<file path="config.mk">
export PLATFORM = sky130hd
export DESIGN_NAME = pgr_release_seq
export DESIGN_NICKNAME = d
export VERILOG_FILES = /design/src/rtl/pgr_pkg.sv /design/src/rtl/pgr_step_rom.sv /design/src/rtl/pgr_delay_timer.sv /design/src/rtl/pgr_bus_rmw.sv /design/src/rtl/pgr_release_seq.sv
export SDC_FILE = /design/constraint.sdc
export NUM_CORES = 1
export LEC_CHECK = 0
export BUFFER_PORTS_ARGS = -buffer_cell sky130_fd_sc_hd__buf_2
export CAP_MARGIN = 20
export CORE_MARGIN = 2
export CORE_UTILIZATION = 45
export CTS_BUF_LIST = sky130_fd_sc_hd__clkbuf_2 sky130_fd_sc_hd__clkbuf_4 sky130_fd_sc_hd__clkbuf_8
export DETAILED_ROUTE_END_ITERATION = 10
export PLACE_DENSITY = 0.68
export RECOVER_POWER = 100
export SLEW_MARGIN = 25
export SYNTH_ARGS = -nofsm -noshare
export SYNTH_HDL_FRONTEND = slang
export SYNTH_SLANG_ARGS = --single-unit
export TNS_END_PERCENT = 10
</file>
<file path="constraint.sdc">
create_clock -name clk -period 2.7 [get_ports clk]
set_clock_uncertainty 0.1 [all_clocks]
set_input_delay 0.27 -clock clk [delete_from_list [all_inputs] [get_ports clk]]
set_output_delay 0.27 -clock clk [all_outputs]
set_load 0.005 [all_outputs]
</file>
<file path="src/rtl/pgr_pkg.sv">
package pgr_pkg;

  localparam int STEP_COUNT = 16;
  localparam int IDX_W      = $clog2(STEP_COUNT);
  localparam int POS_W      = 6;

  typedef enum logic [1:0] {
    OP_RMW  = 2'd0,
    OP_READ = 2'd1,
    OP_WAIT = 2'd2
  } op_e;

  typedef enum logic [1:0] {
    RG_ENG   = 2'd0,
    RG_CLAMP = 2'd1,
    RG_THERM = 2'd2
  } reg_e;

  typedef struct packed {
    op_e              op;
    reg_e             rsel;
    logic [POS_W-1:0] pos;
    logic             val;
  } step_t;

  // Replace one bit of a word, leave all others untouched.
  function automatic logic [63:0] put_bit(logic [63:0] w, logic [POS_W-1:0] pos, logic v);
    logic [63:0] r;
    r      = w;
    r[pos] = v;
    return r;
  endfunction

  function automatic logic is_last(logic [IDX_W-1:0] idx);
    return idx == IDX_W'(STEP_COUNT - 1);
  endfunction

  function automatic int wait_cycles(int per_ms, int ms);
    return per_ms * ms;
  endfunction

endpackage

</file>
<file path="src/rtl/pgr_step_rom.sv">
module pgr_step_rom
  import pgr_pkg::*;
#(
  parameter int ENG_GFX_BIT    = 12,
  parameter int ENG_GATE_BIT   = 27,
  parameter int CLAMP_MASK_BIT = 0,
  parameter int CLAMP_VAL_BIT  = 1,
  parameter int OVR_EN_BIT     = 30,
  parameter int OVR_VAL_BIT    = 31
) (
  input  logic [IDX_W-1:0] idx,
  output step_t            step
);

  localparam logic [POS_W-1:0] P_GFX  = POS_W'(ENG_GFX_BIT);
  localparam logic [POS_W-1:0] P_GATE = POS_W'(ENG_GATE_BIT);
  localparam logic [POS_W-1:0] P_CMSK = POS_W'(CLAMP_MASK_BIT);
  localparam logic [POS_W-1:0] P_CVAL = POS_W'(CLAMP_VAL_BIT);
  localparam logic [POS_W-1:0] P_OEN  = POS_W'(OVR_EN_BIT);
  localparam logic [POS_W-1:0] P_OVAL = POS_W'(OVR_VAL_BIT);

  function automatic step_t mk(op_e op, reg_e rs, logic [POS_W-1:0] p, logic v);
    step_t s;
    s.op   = op;
    s.rsel = rs;
    s.pos  = p;
    s.val  = v;
    return s;
  endfunction

  always_comb begin
    case (idx)
      4'd0:    step = mk(OP_RMW,  RG_ENG,   P_GFX,  1'b0);
      4'd1:    step = mk(OP_READ, RG_ENG,   '0,     1'b0);
      4'd2:    step = mk(OP_RMW,  RG_ENG,   P_GATE, 1'b1);
      4'd3:    step = mk(OP_WAIT, RG_ENG,   '0,     1'b0);
      4'd4:    step = mk(OP_RMW,  RG_CLAMP, P_CVAL, 1'b1);
      4'd5:    step = mk(OP_RMW,  RG_CLAMP, P_CMSK, 1'b1);
      4'd6:    step = mk(OP_RMW,  RG_CLAMP, P_CMSK, 1'b0);
      4'd7:    step = mk(OP_RMW,  RG_THERM, P_OVAL, 1'b0);
      4'd8:    step = mk(OP_RMW,  RG_THERM, P_OEN,  1'b1);
      4'd9:    step = mk(OP_WAIT, RG_ENG,   '0,     1'b0);
      4'd10:   step = mk(OP_RMW,  RG_CLAMP, P_CVAL, 1'b0);
      4'd11:   step = mk(OP_RMW,  RG_CLAMP, P_CMSK, 1'b1);
      4'd12:   step = mk(OP_RMW,  RG_CLAMP, P_CMSK, 1'b0);
      4'd13:   step = mk(OP_RMW,  RG_ENG,   P_GATE, 1'b0);
      4'd14:   step = mk(OP_RMW,  RG_ENG,   P_GFX,  1'b1);
      default: step = mk(OP_READ, RG_ENG,   '0,     1'b0);
    endcase
  end

endmodule

</file>
<file path="src/rtl/pgr_delay_timer.sv">
module pgr_delay_timer #(
  parameter int COUNT = 100
) (
  input  logic clk,
  input  logic rst_n,
  input  logic load,
  output logic running,
  output logic expire
);

  localparam int CW = $clog2(COUNT + 1);

  logic [CW-1:0] cnt_q;

  always_ff @(posedge clk or negedge rst_n) begin
    if (!rst_n) begin
      cnt_q <= '0;
    end else if (load) begin
      cnt_q <= CW'(COUNT);
    end else if (cnt_q != '0) begin
      cnt_q <= cnt_q - 1'b1;
    end
  end

  assign running = (cnt_q != '0);
  assign expire  = (cnt_q == CW'(1));

  // a new wait is never loaded on top of a running one
  a_r7_load_when_idle: assert property (@(posedge clk) disable iff (!rst_n)
    load |-> !running);

  // expiry ends the count
  a_r7_expire_ends: assert property (@(posedge clk) disable iff (!rst_n)
    (expire && !load) |=> !running);

endmodule

</file>
<file path="src/rtl/pgr_bus_rmw.sv">
module pgr_bus_rmw
  import pgr_pkg::*;
#(
  parameter int AW = 24,
  parameter int DW = 32
) (
  input  logic             clk,
  input  logic             rst_n,
  input  logic             go,
  input  logic             go_rmw,
  input  logic [AW-1:0]    go_addr,
  input  logic [POS_W-1:0] go_pos,
  input  logic             go_val,
  output logic             ack,
  output logic             eng_busy,
  output logic             bus_req,
  output logic             bus_we,
  output logic [AW-1:0]    bus_addr,
  output logic [DW-1:0]    bus_wdata,
  input  logic [DW-1:0]    bus_rdata,
  input  logic             bus_ready
);

  typedef enum logic [1:0] {E_IDLE, E_RD, E_WR} e_e;

  e_e               st_q;
  logic             rmw_q;
  logic             val_q;
  logic [POS_W-1:0] pos_q;
  logic [AW-1:0]    addr_q;
  logic [DW-1:0]    wdata_q;
  logic             rd_hs;
  logic             wr_hs;
  logic [DW-1:0]    merged;

  assign rd_hs  = (st_q == E_RD) && bus_ready;
  assign wr_hs  = (st_q == E_WR) && bus_ready;
  assign merged = DW'(put_bit(64'(bus_rdata), pos_q, val_q));
  assign ack    = (rd_hs && !rmw_q) || wr_hs;

  always_ff @(posedge clk or negedge rst_n) begin
    if (!rst_n) begin
      st_q    <= E_IDLE;
      rmw_q   <= 1'b0;
      val_q   <= 1'b0;
      pos_q   <= '0;
      addr_q  <= '0;
      wdata_q <= '0;
    end else begin
      case (st_q)
        E_IDLE: if (go) begin
          st_q   <= E_RD;
          rmw_q  <= go_rmw;
          val_q  <= go_val;
          pos_q  <= go_pos;
          addr_q <= go_addr;
        end
        E_RD: if (bus_ready) begin
          if (rmw_q) begin
            st_q    <= E_WR;
            wdata_q <= merged;
          end else begin
            st_q <= E_IDLE;
          end
        end
        E_WR: if (bus_ready) begin
          st_q    <= E_IDLE;
          wdata_q <= '0;
        end
        default: st_q <= E_IDLE;
      endcase
    end
  end

  assign eng_busy  = (st_q != E_IDLE);
  assign bus_req   = (st_q != E_IDLE);
  assign bus_we    = (st_q == E_WR);
  assign bus_addr  = addr_q;
  assign bus_wdata = wdata_q;

  // request and its payload hold while the target stalls
  a_r4_hold_while_stalled: assert property (@(posedge clk) disable iff (!rst_n)
    (bus_req && !bus_ready) |=> (bus_req && $stable(bus_addr) && $stable(bus_we)
                                 && $stable(bus_wdata)));

  // a field-change read is followed at once by a write to the same address
  //     that differs from the read word in at most one bit
  a_r5_write_follows_read: assert property (@(posedge clk) disable iff (!rst_n)
    (rd_hs && rmw_q) |=> (bus_req && bus_we && bus_addr == $past(bus_addr)
                          && $countones(bus_wdata ^ $past(bus_rdata)) <= 1));

  // a new command is only taken when the engine is free
  a_r4_go_when_free: assert property (@(posedge clk) disable iff (!rst_n)
    go |-> !eng_busy);

endmodule

</file>
<file path="src/rtl/pgr_release_seq.sv">
module pgr_release_seq
  import pgr_pkg::*;
#(
  parameter int            AW             = 24,
  parameter int            DW             = 32,
  parameter int            CYCLES_PER_MS  = 100000,
  parameter int            DELAY_MS       = 50,
  parameter logic [AW-1:0] ENG_ADDR       = AW'(32'h0000_0200),
  parameter logic [AW-1:0] CLAMP_ADDR     = AW'(32'h0010_A78C),
  parameter logic [AW-1:0] THERM_ADDR     = AW'(32'h0002_0004),
  parameter int            ENG_GFX_BIT    = 12,
  parameter int            ENG_GATE_BIT   = 27,
  parameter int            CLAMP_MASK_BIT = 0,
  parameter int            CLAMP_VAL_BIT  = 1,
  parameter int            OVR_EN_BIT     = 30,
  parameter int            OVR_VAL_BIT    = 31
) (
  input  logic          clk,
  input  logic          rst_n,
  input  logic          start,
  output logic          busy,
  output logic          done,
  output logic          bus_req,
  output logic          bus_we,
  output logic [AW-1:0] bus_addr,
  output logic [DW-1:0] bus_wdata,
  input  logic [DW-1:0] bus_rdata,
  input  logic          bus_ready
);

  localparam int WAIT_CYC = wait_cycles(CYCLES_PER_MS, DELAY_MS);

  typedef enum logic [1:0] {Q_IDLE, Q_LAUNCH, Q_BUS, Q_DLY} q_e;

  q_e               st_q;
  logic [IDX_W-1:0] idx_q;
  logic             done_q;
  step_t            step;
  logic             eng_go;
  logic             tmr_load;
  logic             eng_ack;
  logic             eng_busy;
  logic             tmr_running;
  logic             tmr_expire;
  logic             step_done;
  logic             start_taken;
  logic [AW-1:0]    step_addr;

  function automatic logic [AW-1:0] addr_of(reg_e rs);
    case (rs)
      RG_CLAMP: return CLAMP_ADDR;
      RG_THERM: return THERM_ADDR;
      default:  return ENG_ADDR;
    endcase
  endfunction

  pgr_step_rom #(
    .ENG_GFX_BIT    (ENG_GFX_BIT),
    .ENG_GATE_BIT   (ENG_GATE_BIT),
    .CLAMP_MASK_BIT (CLAMP_MASK_BIT),
    .CLAMP_VAL_BIT  (CLAMP_VAL_BIT),
    .OVR_EN_BIT     (OVR_EN_BIT),
    .OVR_VAL_BIT    (OVR_VAL_BIT)
  ) u_rom (
    .idx  (idx_q),
    .step (step)
  );

  assign step_addr   = addr_of(step.rsel);
  assign eng_go      = (st_q == Q_LAUNCH) && (step.op != OP_WAIT);
  assign tmr_load    = (st_q == Q_LAUNCH) && (step.op == OP_WAIT);
  assign step_done   = ((st_q == Q_BUS) && eng_ack) || ((st_q == Q_DLY) && tmr_expire);
  assign start_taken = (st_q == Q_IDLE) && start;

  pgr_bus_rmw #(.AW(AW), .DW(DW)) u_bus (
    .clk       (clk),
    .rst_n     (rst_n),
    .go        (eng_go),
    .go_rmw    (step.op == OP_RMW),
    .go_addr   (step_addr),
    .go_pos    (step.pos),
    .go_val    (step.val),
    .ack       (eng_ack),
    .eng_busy  (eng_busy),
    .bus_req   (bus_req),
    .bus_we    (bus_we),
    .bus_addr  (bus_addr),
    .bus_wdata (bus_wdata),
    .bus_rdata (bus_rdata),
    .bus_ready (bus_ready)
  );

  pgr_delay_timer #(.COUNT(WAIT_CYC)) u_tmr (
    .clk     (clk),
    .rst_n   (rst_n),
    .load    (tmr_load),
    .running (tmr_running),
    .expire  (tmr_expire)
  );

  always_ff @(posedge clk or negedge rst_n) begin
    if (!rst_n) begin
      st_q   <= Q_IDLE;
      idx_q  <= '0;
      done_q <= 1'b0;
    end else begin
      done_q <= 1'b0;
      case (st_q)
        Q_IDLE: if (start_taken) begin
          idx_q <= '0;
          st_q  <= Q_LAUNCH;
        end
        Q_LAUNCH: st_q <= (step.op == OP_WAIT) ? Q_DLY : Q_BUS;
        Q_BUS, Q_DLY: if (step_done) begin
          if (is_last(idx_q)) begin
            st_q   <= Q_IDLE;
            done_q <= 1'b1;
          end else begin
            idx_q <= idx_q + 1'b1;
            st_q  <= Q_LAUNCH;
          end
        end
        default: st_q <= Q_IDLE;
      endcase
    end
  end

  assign busy = (st_q != Q_IDLE);
  assign done = done_q;

  // done is a single-cycle pulse
  a_r2_done_single: assert property (@(posedge clk) disable iff (!rst_n)
    done |=> !done);

  // done follows a busy cycle and busy is already low with it
  a_r2_done_ends_busy: assert property (@(posedge clk) disable iff (!rst_n)
    done |-> (!busy && $past(busy)));

  // a start during a run does not rewind the step index
  a_r3_start_ignored: assert property (@(posedge clk) disable iff (!rst_n)
    (busy && start && idx_q != '0) |=> (idx_q != '0));

  // wait timer and bus engine are never active together
  a_r10_exclusive: assert property (@(posedge clk) disable iff (!rst_n)
    !(tmr_running && eng_busy));

  // no bus activity while idle
  a_r1_quiet_when_idle: assert property (@(posedge clk) disable iff (!rst_n)
    !busy |-> !bus_req);

endmodule

</file>
# == Word-level counts from Yosys, hierarchy flattened ==
# Memory sizes are Yosys's and may differ from the RTL's.
# Index checks and enable logic that the tools add are counted.
# totals
reg_bits,96
memories,1
ramBits,0
elab_cells,87
inputBits,36
rom_bits,160
latchBits,0
output_inout_bits,60
# op_classes
shift,0
reduce_logical,27
order_cmp,2
multipliers,0
n_eq_ne,18
div,0
mux,27
n_addsub,2
n_bitwise,0
# memory_table
name,depth,word_bits,rd,rd_clocked_by_memory_dff,write_ports,line_no,rtl
(name not given),16,10,1,0,0,pgr_step_rom.sv:32,case (idx)
# ops
op,count
32-bit 2-to-1 mux,3
64-bit bitwise mux,1
32-bit case mux with 2 select lines,1
23-bit 2-to-1 mux,2
21-bit case mux with 2 select lines,1
"23-bit by 1-bit == test with 1-bit output, second input constant",1
23-bit nonzero test,1
"23-bit by 1-bit subtractor with 23-bit output, second input constant",1
2-bit 2-to-1 mux,6
4-bit 2-to-1 mux,3
"2-bit inequality test, second input constant",6
2-bit case mux with 3 select lines,2
"2-bit == test, second input constant",5
2-bit nonzero test,5
1-bit logical AND,9
4-bit case mux with 2 select lines,1
4-bit AND reduction,2
"6-bit by 7-bit < comparator with 1-bit output, second input constant",1
1-bit demux with 6-bit select,1
"2-bit by 1-bit == test with 1-bit output, second input constant",3
"6-bit by 1-bit >= comparator with 1-bit output, second input constant",1
2-bit logical NOT,3
1-bit 2-to-1 mux,6
"4-bit by 1-bit adder with 4-bit output, second input constant",1
other kinds (7),10

# == Depth between registers and ports, before layout ==
# Gate-level depths: netlist of the first run.
# depth
ltp_word,8
mapped_depth,10

# == By module ==
# A second synthesis of the first run with hierarchy kept.
# hier_totals
cells_unflattened,513
area_unflattened_um2,5542.8
# modules_own_cells
mod,area_per_inst_um2,instances,cells_each
pgr_bus_rmw,3423.3,1,288
pgr_delay_timer,1312.5,1,132
pgr_release_seq,520.5,1,50
pgr_step_rom,286.5,1,43

# == Least setup slack after synthesis of the first run ==
# OpenSTA, ideal clock, no wires.
# synth_timing
path_kind,register to register
start,reg idx_q[0]
end,reg u_tmr.cnt_q[0]
path_stages_with_launch,9
t_arrival_ns,1.908
period_less_slack_ns,2.141
path_slack_ns,0.559
path_cell_list,dfrtp_1 > ha_1 > ha_1 > nand4bb_1 > o21ai_0 > and2_1 > clkbuf_1 > clkbuf_1 > nor2_1
# synth_between
elab_chain_cells,4
elab_cells_between_ends,5
# synth_lines
item,line_no,rtl
start: declaration,pgr_release_seq.sv:36,logic [IDX_W-1:0] idx_q;
start signal: assignment,pgr_release_seq.sv:119,idx_q <= idx_q + 1'b1;
memory 16 x 10 bit *,--,
2-bit == test *,pgr_release_seq.sv:71,assign tmr_load = (st_q == Q_LAUNCH) && (step.op == OP_WAIT);
1-bit logical AND *,pgr_release_seq.sv:71,
23-bit 2-to-1 mux or 2-bit nonzero test (tied branches),--,
end signal: assignment,pgr_delay_timer.sv:19,cnt_q <= CW'(COUNT);
end signal: assignment,pgr_delay_timer.sv:21,cnt_q <= cnt_q - 1'b1;
end: declaration,pgr_delay_timer.sv:13,logic [CW-1:0] cnt_q;
# Mark *: on every way between the ends. The rest lies on a longest branch, timed or not.
# A chain may end at the register's enable or synchronous reset.

# == Worst setup path after layout of the first run ==
# layout_timing
start,reg u_tmr.cnt_q[0]
end,reg u_tmr.cnt_q[5]
# layout_between
elab_chain_cells,3
elab_cells_between_ends,5
# layout_lines
item,line_no,rtl
23-bit by 1-bit subtractor with 23-bit output,pgr_delay_timer.sv:21,
23-bit 2-to-1 mux,pgr_delay_timer.sv:20,end else if (cnt_q != '0) begin
23-bit 2-to-1 mux,pgr_delay_timer.sv:18,end else if (load) begin
# Several ways; a longest one is shown, not always the timed one. The select of a mux whose other input is x is not followed.

==> results.py, run 1 <==
metrics = {
    "clock_tree": {
        "numCtsBuffers": 9,
        "tritoncts": "done",
        "ctsRootBufferMaster": "clkbuf_8",
        "cts_buffer_depth": 2,
        "clock-sinks": 74,
        "h-tree-depth": 3,
        "insertion_delay_ns": 0.34,
        "clk_pin_slew_ns": 0.09,
    },
    "sta": {
        "relSlewSlack": -0.0966,
        "hold_viol_final": 0,
        "setup_viol": 0,
        "drv_slew": 28,
        "fmax_mhz": 429,
        "rsz0062_at_grt": "false",
        "min_period_over_period": 0.864,
        "fin_ws_ns": 0.367,
        "tns_ns": 0,
        "worst_slew_pin_slew_ns": 1.64,
        "fin_hold_ws_ns": 0.0429,
        "min_period_ns": 2.33,
    },
    "logic_synthesis": {
        "syn_area_sq_um": 4010,
        "synth_ff_type": "dfrtp_1",
        "postSynthCellCount": 411,
        "synth-edff-count": 0,
        "synth_top_area_frac": 0.461,
        "synth_top_cells_by_area": "dfrtp_1 46%, nand2_1 4.9%, mux2i_1 4.7%",
        "yosysWarnings": 0,
        "ys_ff_latch": 74,
        "synthArstFlopShare": 1.00,
        "post-synth-top-area-cell": "dfrtp_1",
        "synth.distinct_cells": 55,
        "yosysSeqAreaShare": 0.461,
        "syn_avg_cell_area_sq_um": 9.76,
    },
    "worst_setup_path": {
        "crit_start": "u_tmr.cnt_q[0]",
        "worstReg2RegStart": "u_tmr.cnt_q[0]",
        "worstSetupEndpointType": "register",
        "r2r_end": "u_tmr.cnt_q[5]",
        "reg2reg_depth": 7,
        "cp-start-kind": "register",
        "rrSetupSlack_ns": 0.37,
        "arrival_ns": 2.50,
        "cp-endpoint": "u_tmr.cnt_q[5]",
        "worstSetupPathType": "reg -> reg",
        "path_max_fanout": 16,
        "required_ns": 2.87,
    },
    "drt": {
        "wl_met2_microns": 3770,
        "drtAntennaViolNets": 0,
        "met1_length_microns": 4280,
        "via_per_inst": 5.36,
        "drt-total-wl_microns": 8680,
        "drc": 0,
        "wl_met3_microns": 498,
        "first_pass_iters": 4,
        "vias": 3221,
        "dr.max_layer_used": "met4",
        "drt_iter0_markers": 119,
        "wl_per_cell_microns": 14.4,
    },
    "run_status": {
        "violations": "max-capacitance violations, max-slew violations",
        "status": "finished, violations left",
    },
    "global_routing": {
        "grt_overflow": 0,
        "grt_first_pass_wirelength_microns": 14600,
        "grt_start_max_net_pins": 48,
        "grt_pass1_vias": 2984,
        "grt.total_usage": 0.183,
        "antenna_found_initial": 0,
    },
    "placed_design": {
        "dp_hpwl_microns": 6110,
        "gp_congestion": 0.822,
        "numPortBuffers": 81,
        "place_ws_ns": 0.371,
    },
    "cells_and_area": {
        "num_antenna_cells": 0,
        "final_nets": 537,
        "drive_gt1_frac": 0.209,
        "area_growth_pct": 16.2,
    },
    "floorplan": {
        "die_h_microns": 98.4,
        "dieWidth_microns": 98.4,
        "io_pins": 96,
        "num_rows": 34,
        "fp.coreArea_sq_um": 8680,
        "die-area_sq_um": 9690,
        "start_util": 0.462,
    },
    "power_and_ir_drop": {
        "power_density_nw_per_um2": 880,
        "p_leak_uw": 0.00219,
        "vdd_ir_drop_max_uv": 309,
    },
    "hold_path": {
        "min_path_type": "in -> reg",
    },
    "flow_run": {
        "drv_cap": 1,
    },
}
cell families (layout without fill, tap and decap cells):
family                     Yosys count  after routing  share of synthesized area
AOI/OAI and AO/OA                   89             89                      0.147
xor gates and xnor gates             8              8                     0.0175
adders and majority gates           13             13                     0.0405
buffers and inverters               48            117                     0.0642
DFF                                 74             74                      0.461
muxes                               22             22                     0.0614
other                                1             14                   0.000935
and+or+nand+nor                    156            156                      0.207
synthesized netlist by cell type, types with 3 or more instances:
library cell  count
dfrtp_1          74
nand2_1          52
o21ai_0          33
nor2_1           25
buf_4            20
mux2i_1          19
a22o_1           16
clkbuf_1         14
ha_1             13
a21oi_1          12
inv_1            11
nor3_1           11
nand2b_1          9
nand3_1           8
nor2b_1           7
xnor2_1           7
o31ai_1           6
or4_1             6
nor4_1            5
o211ai_1          5
or3_1             5
a211oi_1          4
and3_1            4
nand4_1           3
or2_2             3
critical path, cell delays in order (launching register included):
cell     delay, ns
dfrtp_1       0.41
inv_1         0.08
ha_1          0.20
nor4b_1       0.16
and4b_1       0.22
a21o_1        0.34
or4_2         0.59
a21oi_1       0.15
per-layer routing:
layer	vias to the layer above	track usage
li1	1600	-
met1	1520	0.271
met2	90	0.275
met3	11	0.0312
met4	0	0.0632
met5	-	0
repair_timing:
item	in CTS	in global routing
setup endpoints to repair	0	0
endpoints found under the hold margin	27	0
setup buffers	0	0
hold buffers	1	0
resized for setup	0	0
worst min-delay path by stage:
stage	from	end	slack [ns]	cells past startpoint
2_1_floorplan	rst_n	done	-0.13	0
3_3_place_gp	rst_n	u_bus.bus_wdata[31]	0.23	1
3_5_place_dp	rst_n	u_bus.bus_wdata[31]	0.24	1
4_1_cts	bus_rdata[17]	u_bus.bus_wdata[17]	0.03	2
5_1_grt	bus_rdata[15]	u_bus.bus_wdata[15]	0.03	2
6_report	bus_rdata[17]	u_bus.bus_wdata[17]	0.04	2
placed cells by master (no fill, tap or decap), drive strengths merged, types with 3 or more instances in the layout:
master  Yosys  routed
a211oi      4       4
nor2       25      25
o211ai      5       5
nand2b      9       9
nand2      53      53
nor3       12      12
nand3       8       8
mux2i      19      19
xnor2       7       7
inv        11      14
or3         6       6
nand4       3       3
ha         13      13
o21ai      33      33
or4         9       9
nor4        7       7
clkbuf     14      30
a22o       16      16
nor2b       7       7
o31ai       6       6
and3        4       4
dfrtp      74      74
a21oi      13      13
conb        1      14
or2         3       3
buf        23      69
where the power goes:
group | internal, uW | switching (uW) | total, uW
Combinational | 592 | 669 | 1260
Sequential | 1440 | 396 | 1840
Clock | 558 | 445 | 1000
area by class of cell:
class	count	area [sq um]
multi-input cells	302	1950
well taps	108	135
repair buffers	90	453
clock buffers	10	138
fillers	827	4020
clock inverters	6	95.1
inverters	11	41.3
flip-flops and latches	74	1850
state kept, by name, indices dropped and copies added (netlist names):
signal           cells
u_bus.bus_addr       4
idx_q                4
u_bus.bus_wdata     32
u_bus.rmw_q          1
st_q                 2
u_bus.pos_q          4
u_bus.st_q           2
u_tmr.cnt_q         23
done                 1
u_bus.val_q          1
stage by stage:
stage | cell area [sq um] | util | instances | power, uW
after CTS | 4700 | 0.542 | 601 | 4150
after detailed placement | 4460 | 0.514 | 584 | 3130
after floorplan | 4060 | - | 424 | 2690
final | 4660 | 0.537 | 601 | 4100
after global placement | 4460 | 0.514 | 584 | 3080
after global routing | 4660 | 0.537 | 601 | 4410
Note: power is estimated with default switching activity, not from simulation.
==> run 2: changes to the inputs <==
==> constraint.sdc (replaced) <==
create_clock -name clk -period 2.7 [get_ports clk]
set_clock_uncertainty 0.1 [all_clocks]
set_input_delay 0.27 -clock clk [delete_from_list [all_inputs] [get_ports clk]]
set_output_delay 0.27 -clock clk [all_outputs]
set_load 0.05 [all_outputs]
==> results.py, run 2 (synthesized netlist as in run 1, its figures left out) <==
metrics = {
    "run_status": {
        "status": "finished, violations left",
        "violations": "max-capacitance violations, max-slew violations",
    },
    "global_routing": {
        "use_met3": 0.0312,
        "grt_util_met1": 0.271,
        "grt_pass1_vias": 2984,
        "grt_use_met2": 0.275,
        "grt_start_max_net_pins": 48,
        "top_usage_layer": "met2",
        "grt_overflow": 0,
        "grt.total_usage": 0.183,
        "antenna_found_initial": 0,
        "grt_first_pass_wirelength_microns": 14600,
    },
    "drt": {
        "via_per_inst": 5.34,
        "first_pass_iters": 4,
        "wl_per_cell_microns": 14.5,
        "drc": 0,
        "drtAntennaViolNets": 0,
        "vias": 3208,
        "drt_iter0_markers": 115,
        "drt-total-wl_microns": 8700,
    },
    "floorplan": {
        "die_h_microns": 98.4,
        "fp.coreArea_sq_um": 8680,
        "dieWidth_microns": 98.4,
        "start_util": 0.462,
        "io_pins": 96,
        "num_rows": 34,
        "die-area_sq_um": 9690,
    },
    "hold_path": {
        "min_path_type": "in -> reg",
        "min_path_cells": 2,
    },
    "cells_and_area": {
        "largest_register_ffs": 32,
        "final_nets": 537,
        "drive_gt1_frac": 0.146,
        "num_antenna_cells": 0,
        "layout_commonest_cell": "dfrtp_1",
        "area_growth_pct": 15.3,
        "final_cell_mix": "74 x dfrtp_1, 52 x nand2_1, 49 x clkbuf_1",
        "layout.cells.non_filler": 601,
        "fin_util": 0.533,
    },
    "sta": {
        "hold_viol_final": 0,
        "tns_ns": 0,
        "min_period_ns": 2.33,
        "min_period_over_period": 0.865,
        "relSlewSlack": -0.0925,
        "worst_slew_pin_slew_ns": 1.64,
        "fin_ws_ns": 0.366,
        "rsz0062_at_grt": "false",
        "setup_viol": 0,
        "fmax_mhz": 428,
        "drv_slew": 28,
    },
    "worst_setup_path": {
        "arrival_ns": 2.50,
        "cp.depth": 7,
        "slowest_stage": "or4_2",
        "crit_chain": "inv_1 -> ha_1 -> nor4b_1 -> and4b_1 -> a21o_1 -> or4_2 -> a21oi_1",
        "reg2reg_depth": 7,
        "max_stage_delay_ns": 0.59,
        "path_buf_inv": 1,
        "path_max_fanout": 16,
        "required_ns": 2.87,
        "cp-start-kind": "register",
        "path_delay_family": "simple AND/OR/NAND/NOR gates",
        "worstSetupEndpointType": "register",
        "worstSetupPathType": "reg -> reg",
    },
    "placed_design": {
        "place_ws_ns": 0.371,
        "dp_cells": 584,
        "numPortBuffers": 81,
        "dp_hpwl_microns": 6110,
        "gp_congestion": 0.822,
    },
    "flow_run": {
        "drv_cap": 1,
    },
    "clock_tree": {
        "cts_setup_buffers": 0,
        "cts.repair.resized": 0,
        "h-tree-depth": 3,
        "insertion_delay_ns": 0.35,
        "ctsHoldBuffers": 1,
        "clk_pin_slew_ns": 0.09,
        "tritoncts": "done",
        "numCtsBuffers": 9,
        "ctsRootBufferMaster": "clkbuf_8",
        "cts_buffer_depth": 2,
        "clock-sinks": 74,
    },
    "power_and_ir_drop": {
        "power_density_nw_per_um2": 992,
        "p_leak_uw": 0.00206,
        "vdd_ir_drop_max_uv": 312,
    },
}
[run 2: cell count changes in the layout (fill, tap and decap cells not counted), sizes merged]
cell and change:
buf -31, clkbuf +31
[run 2: report_power, final]
group          internal [uW]  switching (uW)  total, uW
combinational            571            1170       1740
sequential              1440             399       1840
clock                    558             448       1010
total                   2570            2010       4590
[run 2: cell type report]
| cell class | instances | area, sq um |
|---|---|---|
| Clock buffer | 10 | 138 |
| Clock inverter | 6 | 95.1 |
| Fill cell | 842 | 4050 |
| Inverter | 11 | 41.3 |
| Multi-Input combinational cell | 302 | 1950 |
| Sequential cell | 74 | 1850 |
| Tap cell | 108 | 135 |
| Timing Repair Buffer | 90 | 417 |
[run 2: through the flow]
step | area, sq um | power, uW | hold slack, ns
6_report | 4630 | 4590 | 0.0385
3_3_place_gp | 4460 | 3580 | 0.231
4_1_cts | 4700 | 4650 | 0.0304
2_1_floorplan | 4060 | 3190 | -0.126
5_1_grt | 4630 | 4890 | 0.0323
3_5_place_dp | 4460 | 3630 | 0.244
[run 2: path summary, 6_finish.rpt]
kind | endpoint | startpoint | slack, ns
min reg2reg | u_bus.bus_addr[17] | u_bus.bus_addr[17] | 0.38
min | u_bus.bus_wdata[17] | bus_rdata[17] | 0.04
max in group asynchronous | u_bus.bus_wdata[0] | rst_n | 0.76
max reg2reg | u_tmr.cnt_q[5] | u_tmr.cnt_q[0] | 0.37
min in group asynchronous | u_bus.bus_wdata[31] | rst_n | 0.76
max | u_tmr.cnt_q[5] | u_tmr.cnt_q[0] | 0.37
[run 2: per-layer routing]
metal	routed length [microns]	part of all wire
met1	4310	0.50
met4	115	0.013
met2	3780	0.43
met5	0	0
met3	491	0.056
